<file path="config.mk">
export PLATFORM = sky130hd
export DESIGN_NAME = tlb_lookup
export DESIGN_NICKNAME = d
export VERILOG_FILES = /design/src/rtl/tlb_pkg.sv /design/src/rtl/tlb_entry_array.sv /design/src/rtl/tlb_match_vec.sv /design/src/rtl/tlb_prio_pick.sv /design/src/rtl/tlb_rights.sv /design/src/rtl/tlb_lookup.sv
export SDC_FILE = /design/constraint.sdc
export NUM_CORES = 2
export LEC_CHECK = 0
export BUFFER_PORTS_ARGS = -buffer_cell sky130_fd_sc_hd__buf_2
export CELL_PAD_IN_SITES_DETAIL_PLACEMENT = 0
export CELL_PAD_IN_SITES_GLOBAL_PLACEMENT = 2
export CORE_UTILIZATION = 51
export CTS_BUF_LIST = sky130_fd_sc_hd__clkbuf_2
export DETAILED_ROUTE_END_ITERATION = 10
export PLACE_DENSITY_LB_ADDON = 0.1
export SETUP_SLACK_MARGIN = 0.15
export SLEW_MARGIN = 20
export SYNTH_ARGS = -nofsm -noshare
export SYNTH_HDL_FRONTEND = slang
export SYNTH_HIERARCHICAL = 1
export SYNTH_SLANG_ARGS = --single-unit
</file>
<file path="constraint.sdc">
create_clock -name clk -period 8.27 [get_ports clk]
set_input_delay 1.654 -clock clk [delete_from_list [all_inputs] [get_ports clk]]
set_output_delay 1.654 -clock clk [all_outputs]
set_load 0.01 [all_outputs]
</file>
<file path="src/rtl/tlb_pkg.sv">
package tlb_pkg;

  localparam int VA_W     = 32;
  localparam int PA_W     = 32;
  localparam int LO_W     = 32;
  localparam int OFF_W    = 12;
  localparam int PAIR_LSB = OFF_W + 1;
  localparam int VPN2_W   = VA_W - PAIR_LSB;
  localparam int PMASK_W  = 12;
  localparam int PFN_W    = PA_W - OFF_W;
  localparam int PFN_LSB  = 6;
  localparam int XI_BIT   = 30;
  localparam int RI_BIT   = 31;
  localparam int CODE_W   = 4;

  typedef enum logic [1:0] {
    ACC_FETCH = 2'b00,
    ACC_LOAD  = 2'b01,
    ACC_STORE = 2'b10,
    ACC_LOAD2 = 2'b11
  } acc_e;

  localparam logic [CODE_W-1:0] RC_HIT     = 4'h0;
  localparam logic [CODE_W-1:0] RC_NOMATCH = 4'hE;
  localparam logic [CODE_W-1:0] RC_INVALID = 4'hD;
  localparam logic [CODE_W-1:0] RC_DIRTY   = 4'hC;
  localparam logic [CODE_W-1:0] RC_RDINH   = 4'hB;
  localparam logic [CODE_W-1:0] RC_XINH    = 4'hA;

  typedef struct packed {
    logic             v;
    logic             d;
    logic             ri;
    logic             xi;
    logic [2:0]       ca;
    logic [PFN_W-1:0] pfn;
  } half_t;

  typedef struct packed {
    logic [VPN2_W-1:0]  vpn2;
    logic [PMASK_W-1:0] pmask;
    logic               g;
    half_t              h0;
    half_t              h1;
  } entry_t;

  // Mask covering the page offset plus the even/odd select bit.
  function automatic logic [VA_W-1:0] full_mask(input logic [PMASK_W-1:0] pm);
    return {{(VA_W-PMASK_W-PAIR_LSB){1'b0}}, pm, {PAIR_LSB{1'b1}}};
  endfunction

  function automatic logic vpn_equal(input logic [VA_W-1:0] va,
                                     input logic [VPN2_W-1:0] vpn2,
                                     input logic [VA_W-1:0] m);
    return ((va ^ {vpn2, {PAIR_LSB{1'b0}}}) & ~m) == '0;
  endfunction

  function automatic logic odd_half(input logic [VA_W-1:0] va,
                                    input logic [VA_W-1:0] m);
    return |(va & m & ~(m >> 1));
  endfunction

  function automatic logic [PA_W-1:0] phys_addr(input logic [PFN_W-1:0] pfn,
                                                input logic [VA_W-1:0] va,
                                                input logic [VA_W-1:0] m);
    return {pfn, {OFF_W{1'b0}}} | (va & (m >> 1));
  endfunction

  function automatic half_t unpack_lo(input logic [LO_W-1:0] lo);
    half_t h;
    h.v   = lo[1];
    h.d   = lo[2];
    h.ca  = lo[5:3];
    h.pfn = lo[PFN_LSB +: PFN_W];
    h.xi  = lo[XI_BIT];
    h.ri  = lo[RI_BIT];
    return h;
  endfunction

  function automatic logic [LO_W-1:0] pack_lo(input half_t h, input logic g);
    logic [LO_W-1:0] w;
    w = '0;
    w[0] = g;
    w[1] = h.v;
    w[2] = h.d;
    w[5:3] = h.ca;
    w[PFN_LSB +: PFN_W] = h.pfn;
    w[XI_BIT] = h.xi;
    w[RI_BIT] = h.ri;
    return w;
  endfunction

  // Fixed fault order: invalid, execute-inhibit, read-inhibit, dirty.
  function automatic logic [CODE_W-1:0] rights_code(input half_t h, input acc_e acc);
    logic is_load;
    is_load = (acc == ACC_LOAD) || (acc == ACC_LOAD2);
    if (!h.v)                           return RC_INVALID;
    else if (acc == ACC_FETCH && h.xi)  return RC_XINH;
    else if (is_load && h.ri)           return RC_RDINH;
    else if (acc == ACC_STORE && !h.d)  return RC_DIRTY;
    else                                return RC_HIT;
  endfunction

endpackage

</file>
<file path="src/rtl/tlb_entry_array.sv">
module tlb_entry_array
  import tlb_pkg::*;
#(
  parameter int ENTRIES = 16,
  parameter int ASID_W  = 8,
  parameter int IDX_W   = $clog2(ENTRIES)
) (
  input  logic                clk,
  input  logic                rst_n,
  input  logic                wr_en,
  input  logic [IDX_W-1:0]    wr_idx,
  input  logic [VPN2_W-1:0]   wr_vpn2,
  input  logic [ASID_W-1:0]   wr_asid,
  input  logic [PMASK_W-1:0]  wr_pmask,
  input  logic [LO_W-1:0]     wr_lo0,
  input  logic [LO_W-1:0]     wr_lo1,
  output entry_t              ent_q  [ENTRIES],
  output logic [ASID_W-1:0]   asid_q [ENTRIES]
);

  for (genvar gi = 0; gi < ENTRIES; gi++) begin : g_ent
    entry_t            ent_r;
    logic [ASID_W-1:0] asid_r;
    logic              wr_hit;

    assign wr_hit = wr_en && (wr_idx == IDX_W'(gi));

    always_ff @(posedge clk or negedge rst_n) begin
      if (!rst_n) begin
        ent_r  <= '0;
        asid_r <= '0;
      end else if (wr_hit) begin
        ent_r.vpn2  <= wr_vpn2;
        ent_r.pmask <= wr_pmask;
        ent_r.g     <= wr_lo0[0] & wr_lo1[0];
        ent_r.h0    <= unpack_lo(wr_lo0);
        ent_r.h1    <= unpack_lo(wr_lo1);
        asid_r      <= wr_asid;
      end
    end

    assign ent_q[gi]  = ent_r;
    assign asid_q[gi] = asid_r;
  end

endmodule

</file>
<file path="src/rtl/tlb_match_vec.sv">
module tlb_match_vec
  import tlb_pkg::*;
#(
  parameter int ENTRIES = 16,
  parameter int ASID_W  = 8
) (
  input  entry_t              ents  [ENTRIES],
  input  logic [ASID_W-1:0]   asids [ENTRIES],
  input  logic [VA_W-1:0]     va,
  input  logic [ASID_W-1:0]   asid,
  output logic [ENTRIES-1:0]  hit_vec
);

  for (genvar gi = 0; gi < ENTRIES; gi++) begin : g_cmp
    logic [VA_W-1:0] m;
    logic            page_eq;
    logic            space_ok;

    assign m        = full_mask(ents[gi].pmask);
    assign page_eq  = vpn_equal(va, ents[gi].vpn2, m);
    assign space_ok = ents[gi].g || (asids[gi] == asid);
    assign hit_vec[gi] = page_eq && space_ok;
  end

endmodule

</file>
<file path="src/rtl/tlb_prio_pick.sv">
module tlb_prio_pick #(
  parameter int ENTRIES = 16,
  parameter int IDX_W   = $clog2(ENTRIES)
) (
  input  logic [ENTRIES-1:0] hit_vec,
  output logic               hit_any,
  output logic [IDX_W-1:0]   hit_idx,
  output logic [ENTRIES-1:0] sel_onehot
);

  always_comb begin
    hit_any    = 1'b0;
    hit_idx    = '0;
    sel_onehot = '0;
    for (int i = 0; i < ENTRIES; i++) begin
      if (hit_vec[i] && !hit_any) begin
        hit_any       = 1'b1;
        hit_idx       = IDX_W'(i);
        sel_onehot[i] = 1'b1;
      end
    end
  end

endmodule

</file>
<file path="src/rtl/tlb_rights.sv">
module tlb_rights
  import tlb_pkg::*;
(
  input  entry_t             ent,
  input  logic [VA_W-1:0]    va,
  input  logic [1:0]         acc,
  output logic               odd_sel,
  output logic [CODE_W-1:0]  code,
  output logic [PA_W-1:0]    pa,
  output logic [2:0]         cattr
);

  logic [VA_W-1:0] m;
  half_t           h;

  assign m       = full_mask(ent.pmask);
  assign odd_sel = odd_half(va, m);
  assign h       = odd_sel ? ent.h1 : ent.h0;

  always_comb begin
    code  = rights_code(h, acc_e'(acc));
    pa    = '0;
    cattr = '0;
    if (code == RC_HIT) begin
      pa    = phys_addr(h.pfn, va, m);
      cattr = h.ca;
    end
  end

endmodule

</file>
<file path="src/rtl/tlb_lookup.sv">
module tlb_lookup
  import tlb_pkg::*;
#(
  parameter int ENTRIES = 16,
  parameter int ASID_W  = 8,
  localparam int IDX_W  = $clog2(ENTRIES)
) (
  input  logic                clk,
  input  logic                rst_n,
  input  logic                req_valid,
  input  logic [31:0]         req_va,
  input  logic [ASID_W-1:0]   req_asid,
  input  logic [1:0]          req_acc,
  output logic                rsp_valid,
  output logic [3:0]          rsp_code,
  output logic [31:0]         rsp_pa,
  output logic [2:0]          rsp_cattr,
  input  logic                wr_en,
  input  logic [IDX_W-1:0]    wr_idx,
  input  logic [18:0]         wr_vpn2,
  input  logic [ASID_W-1:0]   wr_asid,
  input  logic [11:0]         wr_pmask,
  input  logic [31:0]         wr_lo0,
  input  logic [31:0]         wr_lo1,
  input  logic [IDX_W-1:0]    rd_idx,
  output logic [18:0]         rd_vpn2,
  output logic [ASID_W-1:0]   rd_asid,
  output logic [11:0]         rd_pmask,
  output logic [31:0]         rd_lo0,
  output logic [31:0]         rd_lo1
);

  entry_t              ents  [ENTRIES];
  logic [ASID_W-1:0]   asids [ENTRIES];

  // Internal events brought out for the checker.
  logic [ENTRIES-1:0]  hit_vec;
  logic [ENTRIES-1:0]  sel_onehot;
  logic                hit_any;
  logic [IDX_W-1:0]    hit_idx;
  logic                odd_sel;
  logic [CODE_W-1:0]   rights_c;
  logic [PA_W-1:0]     rights_pa;
  logic [2:0]          rights_ca;
  logic [CODE_W-1:0]   code_d;
  entry_t              sel_ent;

  tlb_entry_array #(.ENTRIES(ENTRIES), .ASID_W(ASID_W), .IDX_W(IDX_W)) u_store (
    .clk      (clk),
    .rst_n    (rst_n),
    .wr_en    (wr_en),
    .wr_idx   (wr_idx),
    .wr_vpn2  (wr_vpn2),
    .wr_asid  (wr_asid),
    .wr_pmask (wr_pmask),
    .wr_lo0   (wr_lo0),
    .wr_lo1   (wr_lo1),
    .ent_q    (ents),
    .asid_q   (asids)
  );

  tlb_match_vec #(.ENTRIES(ENTRIES), .ASID_W(ASID_W)) u_match (
    .ents    (ents),
    .asids   (asids),
    .va      (req_va),
    .asid    (req_asid),
    .hit_vec (hit_vec)
  );

  tlb_prio_pick #(.ENTRIES(ENTRIES), .IDX_W(IDX_W)) u_pick (
    .hit_vec    (hit_vec),
    .hit_any    (hit_any),
    .hit_idx    (hit_idx),
    .sel_onehot (sel_onehot)
  );

  assign sel_ent = ents[hit_idx];

  tlb_rights u_rights (
    .ent     (sel_ent),
    .va      (req_va),
    .acc     (req_acc),
    .odd_sel (odd_sel),
    .code    (rights_c),
    .pa      (rights_pa),
    .cattr   (rights_ca)
  );

  assign code_d = hit_any ? rights_c : RC_NOMATCH;

  always_ff @(posedge clk or negedge rst_n) begin
    if (!rst_n) begin
      rsp_valid <= 1'b0;
      rsp_code  <= RC_HIT;
      rsp_pa    <= '0;
      rsp_cattr <= '0;
    end else begin
      rsp_valid <= req_valid;
      if (req_valid) begin
        rsp_code  <= code_d;
        rsp_pa    <= hit_any ? rights_pa : '0;
        rsp_cattr <= hit_any ? rights_ca : '0;
      end
    end
  end

  assign rd_vpn2  = ents[rd_idx].vpn2;
  assign rd_asid  = asids[rd_idx];
  assign rd_pmask = ents[rd_idx].pmask;
  assign rd_lo0   = pack_lo(ents[rd_idx].h0, ents[rd_idx].g);
  assign rd_lo1   = pack_lo(ents[rd_idx].h1, ents[rd_idx].g);

endmodule

</file>
After elaboration in Yosys (flattened, before gate mapping)
Cells that the tools add are included. Widths: inputs -> output; s select.

Bits in registers: 1544. Output and inout port bits: 143. Word-level logic and storage cells: 505.

Magnitude comparators: 2. Equality and inequality tests: 34. Multiplexer cells: 50. Bitwise logic cells: 56. Reduce and logical (&&, ||, !) cells: 103.

Operator list (count): $bmux 86 s4 (2); $and 32x32->32 (17); $logic_not 32->1 (16); $not 25->32 (16); $xor 32x32->32 (16); $mux 86 (2); $mux 67 (2); $eq 8x8->1 (16); $mux 32 (2); $mux 4 (13); $logic_and 1x1->1 (50); $and 32x24->32 (1); $and 32x25->32 (1); $bmux 8 s4 (1); $eq 4x4->1 const B (8); $not 24->32 (1); $or 32x32->32 (1); $reduce_or 32->1 (1); $mux 27 (1); $mux 3 (6); $logic_or 1x1->1 (17); $mux 1 (17); $eq 4x3->1 const B (4); $logic_not 1->1 (16); other kinds (11) (18).

Longest topological paths before layout
Word-level depth: 67. Gate-level depth with buffers: 24.

By module
The synthesis kept the hierarchy.

By module, submodules not included: tlb_entry_array (instances 1, cells each 3293, area an instance 56804.5 sq um); tlb_lookup (instances 1, cells each 1687, area an instance 22534.1 sq um); tlb_match_vec (instances 1, cells each 694, area an instance 5587.9 sq um); tlb_rights (instances 1, cells each 146, area an instance 965.9 sq um); tlb_prio_pick (instances 1, cells each 51, area an instance 304.0 sq um).

Least setup slack after synthesis
No wires, ideal clock.

Path kind: input to register. Start point: input port req_asid[3]. End point: register rsp_pa[11]. Setup time: 0.133 ns. Data arrival time: 6.492 ns. Required time: 8.137 ns. Setup slack: 1.645 ns. Stages on the path: 24. Path through: clkbuf_1 > buf_2 > xor2_1 > nor4_1 > a21oi_1 > nor4_1 > nor4_4 > or2b_1 > nor2_1 > or4_1 > buf_2 > buf_4 > buf_6 > mux4_2 > a22oi_1 > nand2_1 > nand2_2 > o22ai_2 > nor4_4 > a211o_1 > buf_4 > a21boi_1 > nand3_1 > o21ai_0.

RTL lines: start: declaration (line tlb_lookup.sv:12) `input logic [ASID_W-1:0] req_asid,`; end signal: assignment (line tlb_lookup.sv:101) `rsp_pa <= hit_any ? rights_pa : '0;`; end: declaration (line tlb_lookup.sv:16) `output logic [31:0] rsp_pa,`.

==> flow_metrics.env <==
export IMPL_slew_violations=0
export IMPL_setup_tns_ns=0
export IMPL_place_congestion=0.870
export IMPL_initial_core_util=0.515
export IMPL_wl_per_cell_microns=29.9
export IMPL_max_slew_margin_rel=0.153
export IMPL_core_sq_um=163000
export IMPL_port_buffers=283
export IMPL_crit_fanout=14
export IMPL_status="finished clean"
export IMPL_whs_ns=0.226
export IMPL_cts_resized=0
export IMPL_vias=53400
export IMPL_wl_microns=254000
export IMPL_rsz0062_at_grt="no"
export IMPL_final_common_cell="dfrtp_1"
export IMPL_cap_viol_max_count=0
export IMPL_dp_cells=7752
export IMPL_cp_required_ns=9.94
export IMPL_final_cell_mix="dfrtp_1, mux2_2, mux4_2, clkbuf_2, a22oi_1"
export IMPL_area_growth_pct=7.92
export IMPL_r2r_start="u_store/g_ent[11].asid_r[4]"
export IMPL_clockBufferDepth=4
export IMPL_clk_pin_slew_ns=0.12
export IMPL_p_leak_nw=38.6
export IMPL_die_w_microns=408
export IMPL_min_to="u_store/ent_q[1140]"
export IMPL_grt_usage=0.307
export IMPL_hp_start="wr_lo1[5]"
export IMPL_drc=0
export IMPL_fmax_mhz=164
export IMPL_netlist_instances=5705
export IMPL_min_period_ns=6.11
export IMPL_via_per_inst=6.28
export IMPL_post_cts_repair_setup_buffers=0
export IMPL_worstSetupPathType="reg -> reg"
export IMPL_synth_area_sq_um=83900
export IMPL_antenna_found_initial=35
export IMPL_worst_hold_path_type="in -> reg"
export IMPL_grt_overflow=0
export IMPL_final_net_count=6179
export IMPL_cts_hold_buffers=18
export IMPL_start_kind="flip-flop"
export IMPL_clockRootBuffer="clkbuf_2"
export IMPL_die_area_sq_um=166000
export IMPL_clock_latency_ns=1.90
export IMPL_r2r_end="rsp_pa[30]"
export IMPL_dp_hpwl_microns=153000
export IMPL_io_pins=300
export IMPL_fin_skew_ns=0.138
export IMPL_chipHeight_microns=408
export IMPL_timing_final_crit_share=0.739
export IMPL_cts_tree="yes"
export IMPL_powerDensity_nw_per_um2=237
export IMPL_drive_above_1_share=0.517
export IMPL_cts_buffers=425
export IMPL_grt_pass1_vias=55900
export IMPL_cts_htree_levels=5
export IMPL_pre_cts_ws_ns=0.524
export IMPL_end_kind="flip-flop"
export IMPL_drt_iter0_drc=3885
export IMPL_power_total_w=0.0215
export IMPL_worstMarginPinSlew_ns=1.27
export IMPL_num_fill_cells=13700
export IMPL_ir_drop_mv=0.176
export IMPL_rows=148
export IMPL_setup_viol=0
export IMPL_rrSetupSlack_ns=2.16
export IMPL_hold_viol_final=0
export IMPL_clock_sinks=1544
export IMPL_grt_pass1_wl_microns=378000
export IMPL_fin_cells=8501
export IMPL_grt_max_degree=170
export IMPL_ant_nets=0
export IMPL_timing_final_ws_setup_ns=2.16
export IMPL_yosys_warnings=6
export IMPL_first_pass_iters=8
export IMPL_cp_arrival_ns=7.78
export IMPL_worstHoldPathCells=2
export IMPL_r2r_cells=21
export IMPL_syn_avg_cell_area_sq_um=14.7
## area by class of cell
cell class,instances,area [sq um],share of cell area
clock inverter,110,452,0.00499
timing repair buffer,454,3340,0.0369
multi-input combinational,3555,42200,0.466
tap,2175,2720,0.0301
sequential,1544,38600,0.427
inverter,42,158,0.00174
clock buffer,598,2990,0.0331
antenna,23,57.6,0.000636
## critical path: stages (launching register included)
cell and delay (ns):
dfrtp_1 0.42, xor2_1 0.17, nor4_1 0.57, a21oi_1 0.35
nor4_2 0.54, nor4_1 0.14, nand3_1 0.13, a41oi_1 0.16
or4_4 0.59, buf_4 0.23, mux4_2 0.44, a22oi_1 0.40
nand2_1 0.34, nand2_1 0.13, o22ai_1 0.09, nor2_1 0.23
buf_4 0.20, nand2_4 0.19, buf_12 0.23, mux2i_1 0.13
nand3_1 0.11, o21ai_0 0.09
## per-layer routing
layer | up-vias | part of all wire | routed length, microns | global-route usage
li1 | 22500 | - | - | -
met1 | 28600 | 0.43 | 110000 | 0.433
met2 | 1733 | 0.47 | 119000 | 0.475
met3 | 455 | 0.068 | 17200 | 0.0640
met4 | 24 | 0.029 | 7340 | 0.103
met5 | - | 0.00060 | 152 | 0
## power breakdown
group          internal (W)  switching [W]  total (W)
Sequential          0.00925        0.00141     0.0107
Clock               0.00195        0.00329    0.00524
Combinational       0.00331        0.00229    0.00560
## how the worst max path moves through the flow
stage	end	slack (ns)	depth (start not counted)	start
after global routing	rsp_pa[28]	1.89	21	u_store/g_ent[11].asid_r[4]
after detailed placement	rsp_pa[30]	0.52	22	req_asid[4]
after global placement	rsp_pa[30]	0.56	22	req_asid[4]
final	rsp_pa[30]	2.16	21	u_store/g_ent[11].asid_r[4]
after CTS	rsp_pa[30]	2.05	21	u_store/g_ent[11].asid_r[4]
after floorplan	rsp_pa[11]	1.81	24	req_asid[3]
## state kept, by name (all words and copies together) (netlist names)
register              count
rsp_cattr                 3
rsp_valid                 1
u_store/g_ent.asid_r    128
rsp_pa                   32
u_store/ent_q          1376
rsp_code                  4
## through the flow
step	area, sq um	utilization
after detailed placement	86800	0.533
after floorplan	83900	-
after global routing	90500	0.555
after global placement	86800	0.533
after CTS	90500	0.555
final	90500	0.555
No activity file was read; power rests on OpenSTA's default activity.
